## config.mk

```make
export PLATFORM = sky130hd
export DESIGN_NAME = pinbank
export DESIGN_NICKNAME = d
export VERILOG_FILES = /design/src/rtl/pinbank_pkg.sv /design/src/rtl/pinbank_regs.sv /design/src/rtl/pinbank_sync.sv /design/src/rtl/pinbank_drive.sv /design/src/rtl/pinbank.sv
export SDC_FILE = /design/constraint.sdc
export NUM_CORES = 1
export LEC_CHECK = 0
export BUFFER_PORTS_ARGS = -buffer_cell sky130_fd_sc_hd__buf_4
export CAP_MARGIN = 30
export CORE_UTILIZATION = 41
export DETAILED_ROUTE_END_ITERATION = 8
export GPL_ROUTABILITY_DRIVEN = 0
export PLACE_DENSITY = 0.65
export SETUP_SLACK_MARGIN = 0.1
export SLEW_MARGIN = 20
export SYNTH_ARGS = -nofsm -noshare
export SYNTH_HDL_FRONTEND = slang
export SYNTH_SLANG_ARGS = --single-unit
export TNS_END_PERCENT = 5
```

## constraint.sdc

```tcl
create_clock -name clk -period 2.81 [get_ports clk]
set_input_delay 0.562 -clock clk [delete_from_list [all_inputs] [get_ports clk]]
set_output_delay 0.562 -clock clk [all_outputs]
set_load 0.02 [all_outputs]
```

## src/rtl/pinbank_pkg.sv

```systemverilog
// Shared definitions for the pin bank: register map and bus address width.
// Assumes a two-bit address space with one location left unused.
package pinbank_pkg;
    localparam int ADDR_W = 2;

    typedef enum logic [ADDR_W-1:0] {
        SEL_LEVEL = 2'd0,
        SEL_DIR   = 2'd1,
        SEL_PIN   = 2'd2,
        SEL_NONE  = 2'd3
    } reg_sel_e;
endpackage

```

## src/rtl/pinbank_regs.sv

```systemverilog
// Writable configuration registers of the pin bank (level and direction).
// Assumes one write per cycle; all other addresses leave the registers untouched.
module pinbank_regs
    import pinbank_pkg::*;
#(
    parameter int WIDTH = 8
) (
    input  logic              clk,
    input  logic              rst_n,
    input  logic              wr,
    input  logic [ADDR_W-1:0] addr,
    input  logic [WIDTH-1:0]  wdata,
    output logic [WIDTH-1:0]  level_q,
    output logic [WIDTH-1:0]  dir_q
);
    // Load the level register on a write to its address; clear on reset.
    always_ff @(posedge clk) begin
        if (!rst_n)
            level_q <= '0;
        else if (wr && addr == SEL_LEVEL)
            level_q <= wdata;
    end

    // Load the direction register on a write to its address; clear on reset.
    always_ff @(posedge clk) begin
        if (!rst_n)
            dir_q <= '0;
        else if (wr && addr == SEL_DIR)
            dir_q <= wdata;
    end
endmodule

```

## src/rtl/pinbank_sync.sv

```systemverilog
// Multi-stage synchronizer for the pad input levels.
// Assumes STAGES >= 1; the last stage feeds the pin-input read path.
module pinbank_sync #(
    parameter int WIDTH  = 8,
    parameter int STAGES = 2
) (
    input  logic             clk,
    input  logic             rst_n,
    input  logic [WIDTH-1:0] async_in,
    output logic [WIDTH-1:0] sync_out
);
    logic [STAGES-1:0][WIDTH-1:0] chain_q;

    // First stage captures the raw pad levels.
    always_ff @(posedge clk) begin
        if (!rst_n)
            chain_q[0] <= '0;
        else
            chain_q[0] <= async_in;
    end

    genvar s;
    generate
        for (s = 1; s < STAGES; s++) begin : g_stage
            // Each later stage re-times the stage before it.
            always_ff @(posedge clk) begin
                if (!rst_n)
                    chain_q[s] <= '0;
                else
                    chain_q[s] <= chain_q[s-1];
            end
        end
    endgenerate

    assign sync_out = chain_q[STAGES-1];
endmodule

```

## src/rtl/pinbank_drive.sv

```systemverilog
// Per-pin pad control decode: drive value, drive enable and pull-up enable.
// Assumes the level bit doubles as the pull-up request for input pins.
module pinbank_drive #(
    parameter int WIDTH = 8
) (
    input  logic [WIDTH-1:0] level,
    input  logic [WIDTH-1:0] dir,
    output logic [WIDTH-1:0] drv_val,
    output logic [WIDTH-1:0] drv_en,
    output logic [WIDTH-1:0] pull_en
);
    genvar p;
    generate
        for (p = 0; p < WIDTH; p++) begin : g_pin
            // Decode one pin's pad controls from its direction and level bits.
            always_comb begin
                drv_en[p]  = dir[p];
                drv_val[p] = dir[p] & level[p];
                pull_en[p] = ~dir[p] & level[p];
            end
        end
    endgenerate
endmodule

```

## src/rtl/pinbank.sv

```systemverilog
// Top of the pin bank: registers, input synchronizer, pad decode and read mux.
// Assumes a single-cycle bus where reads are combinational from bus_addr.
module pinbank
    import pinbank_pkg::*;
#(
    parameter int WIDTH       = 8,
    parameter int SYNC_STAGES = 2
) (
    input  logic              clk,
    input  logic              rst_n,
    input  logic [ADDR_W-1:0] bus_addr,
    input  logic              bus_wr,
    input  logic [WIDTH-1:0]  bus_wdata,
    output logic [WIDTH-1:0]  bus_rd_data,
    input  logic [WIDTH-1:0]  pad_in,
    output logic [WIDTH-1:0]  pad_out,
    output logic [WIDTH-1:0]  pad_oe,
    output logic [WIDTH-1:0]  pad_pu
);
    logic [WIDTH-1:0] level_q;
    logic [WIDTH-1:0] dir_q;
    logic [WIDTH-1:0] pin_sync;

    pinbank_regs #(.WIDTH(WIDTH)) u_regs (
        .clk     (clk),
        .rst_n   (rst_n),
        .wr      (bus_wr),
        .addr    (bus_addr),
        .wdata   (bus_wdata),
        .level_q (level_q),
        .dir_q   (dir_q)
    );

    pinbank_sync #(.WIDTH(WIDTH), .STAGES(SYNC_STAGES)) u_sync (
        .clk      (clk),
        .rst_n    (rst_n),
        .async_in (pad_in),
        .sync_out (pin_sync)
    );

    pinbank_drive #(.WIDTH(WIDTH)) u_drive (
        .level   (level_q),
        .dir     (dir_q),
        .drv_val (pad_out),
        .drv_en  (pad_oe),
        .pull_en (pad_pu)
    );

    // Select the addressed location for the read bus.
    always_comb begin
        case (bus_addr)
            SEL_LEVEL: bus_rd_data = level_q;
            SEL_DIR:   bus_rd_data = dir_q;
            SEL_PIN:   bus_rd_data = pin_sync;
            default:   bus_rd_data = '0;
        endcase
    end
endmodule

```

==> key figures <==
Outcome
  • Status: complete, no violations

Worst setup path
  • R2R Path End: u_regs.dir_q[4]$_SDFFE_PN0P_
  • FF-to-FF Start: u_regs.dir_q[4]$_SDFFE_PN0P_
  • Crit path DAT: 1530 ps
  • Critical Path End: bus_rd_data[6]
  • Req. time, crit path: 2250 ps
  • Crit path kind: in2out
  • Reg2Reg Depth: 2
  • Worst setup SP type: primary input
  • CP max FO: 11
  • Nature of the critical path endpoint: output pin
  • R2R setup slack: 2130 ps
  • Worst setup path start: bus_addr[0]

Die
  • Starting density of the core: 0.4320
  • Die Y: 58.72 µm
  • Die ar.: 3447 µm²
  • # rows: 20
  • Die W: 58.72 µm
  • Core area: 3053 µm²
  • IO Pins: 53

Drt
  • DR vias: 1,021
  • Final WL: 2564 µm
  • Starting DRT DRC Count: 41
  • Drt via density: 4.518
  • DRC Markers: 0
  • DR WL/cell: 11.35 µm
  • 1st-pass router iterations: 4
  • ANT nets after route: 0

STA
  • Slew Limit Fails: 0
  • Slew headroom: 0.6107
  • Minimum clock period after layout: 2087 ps
  • Endpoints failing hold: 0
  • Fmax: 0.4791 GHz
  • Worst Skew: 8.135 ps
  • Least-Margin Pin Slew: 583.9 ps
  • RSZ-0062 raised after global routing: no
  • PnR worst setup slack: 722.9 ps
  • Hold Slack: 429.0 ps
  • Period utilization: 0.7428
  • TNS Setup: 0 ps
  • Endpoints failing setup: 0

Place
  • Dpl hpwl: 1877 µm
  • Post-place setup slack: 698.1 ps
  • Port bufs: 52

Yosys
  • Synthesized area: 1319 µm²
  • Syn avg cell area: 9.991 µm²
  • Mapped Cells: 132
  • Largest family of logic cells by synthesized area: simple AND/OR/NAND/NOR gates
  • Syn. warnings: 0
  • Sequential area share after synthesis: 0.4858
  • Synth Area in Adders: 0
  • Yosys cell types: 12
  • Synth Net Count: 153
  • Synthesis-stage register bit count: 32
  • Compound-Gate Fraction of Synth Area: 0.05313
  • Mux contribution to synthesized area: 0.1822
  • XOR/XNOR share of the synthesized area: 0
  • Post-synthesis simple-gate area fraction: 0.2381

CTS
  • Sink Count: 32
  • CTS buffer count: 5
  • Worst skew pair latency: 310 ps
  • PostCTS Resize Cnt: 0
  • Htree depth: 2
  • CTS tree: yes
  • Hold-fix buffers, CTS: 0
  • Post-CTS Setup Repair Bufs: 0
  • CTS Buffer Depth: 2
  • Root Buffer: clkbuf_4
  • Reg clk slew, reported paths: 90 ps

Finish
  • Final Net Count: 203
  • Ant. Diodes: 0
  • Synth-to-layout area growth: 33.21%
  • Share of layout cells above drive strength 1: 0.3187

Pwr
  • PD cells: 464.7 nW/µm²
  • Maximum vdd ir drop: 0.0003074 V
  • Power Total: 816.3 µW
  • Cell leakage power: 0.8462 nW

Min path
  • HP Class: reg2reg

GRT
  • Overall routing resource usage: 0.1589
  • First-pass GRT wire length: 3933 µm
  • Vias in the first global route: 903
  • Antenna violations before repair: 0
  • Largest net degree at the start of global routing: 41
  • GRT overflow: 0

Run
  • Max Cap Viol: 0
area by class of cell:
class                           count  area (µm²)
Clock buffer                        6       41.29
Clock inverter                      1       5.005
Fill cell                         291        1296
Multi-Input combinational cell     91       624.3
Sequential cell                    32       640.6
Tap cell                           44       55.05
Timing Repair Buffer               52       390.4
metrics by stage:
step                      std cells  utilization  instance area [µm²]
after floorplan                 132            -                 1319
after global placement          219       0.5602                 1710
after detailed placement        219       0.5602                 1710
after CTS                       226       0.5754                 1757
after global routing            226       0.5754                 1757
final                           226       0.5754                 1757
state kept, by name, indices dropped and copies added (netlist names):
name	flops
u_sync.sync_out	8
u_regs.level_q	8
u_regs.dir_q	8
u_sync.chain_q	8
critical path: stages:
cell	delay, ps
buf_4	170
nor2b_1	430
o2bb2ai_1	190
buf_4	170
report_power, final:
part / switching [mW] / total (mW) / internal (mW)
Sequential: 0.00975 / 0.482 / 0.472
Clock: 0.134 / 0.226 / 0.0920
Combinational: 0.0539 / 0.109 / 0.0547
Total: 0.198 / 0.816 / 0.619
metal layers:
layer / global-route usage / vias up / share of wire
met2: 0.2759 / 30 / 0.49
met5: 0 / - / 0
li1: - / 534 / -
met4: 0.07483 / 0 / 0.0094
met1: 0.1836 / 455 / 0.46
met3: 0.03956 / 2 / 0.045
synthesized netlist by cell type:
master | instances | share of area
and2_1 | 24 | 0.11
dfxtp_1 | 32 | 0.49
o2bb2ai_1 | 8 | 0.053
buf_2 | 1 | 0.0038
clkbuf_1 | 4 | 0.011
or3b_1 | 1 | 0.0066
buf_4 | 3 | 0.017
and3b_1 | 1 | 0.0066
nor2b_1 | 9 | 0.043
buf_6 | 1 | 0.0085
nand2_1 | 24 | 0.068
mux2i_1 | 24 | 0.18
cells in the final DEF (no fill, tap or decap), drive strengths merged:
cell type  count
mux2i         24
clkinv         1
buf           52
dfxtp         32
nor2b          9
and3b          1
o2bb2ai        8
and2          24
nand2         24
or3b           1
clkbuf         6
logic make-up (layout without fill, tap and decap cells):
kind of cell,Yosys count,in the layout
AOI/OAI and AO/OA,8,8
buffers and inverters,9,59
DFF,32,32
muxes,24,24
and+or+nand+nor,59,59
worst min-delay path by stage:
stage | start | cells after the start | slack (ps) | endpoint
floorplan | u_sync.chain_q[7]$_SDFF_PN0_ | 1 | 410 | u_sync.sync_out[7]$_SDFF_PN0_
global placement | u_sync.chain_q[7]$_SDFF_PN0_ | 1 | 420 | u_sync.sync_out[7]$_SDFF_PN0_
detailed placement | u_sync.chain_q[7]$_SDFF_PN0_ | 1 | 410 | u_sync.sync_out[7]$_SDFF_PN0_
CTS | u_sync.chain_q[7]$_SDFF_PN0_ | 1 | 440 | u_sync.sync_out[7]$_SDFF_PN0_
global route | pad_in[4] | 2 | 450 | u_sync.chain_q[4]$_SDFF_PN0_
finish | u_sync.chain_q[2]$_SDFF_PN0_ | 1 | 430 | u_sync.sync_out[2]$_SDFF_PN0_
No activity file was read; power rests on OpenSTA's default activity.
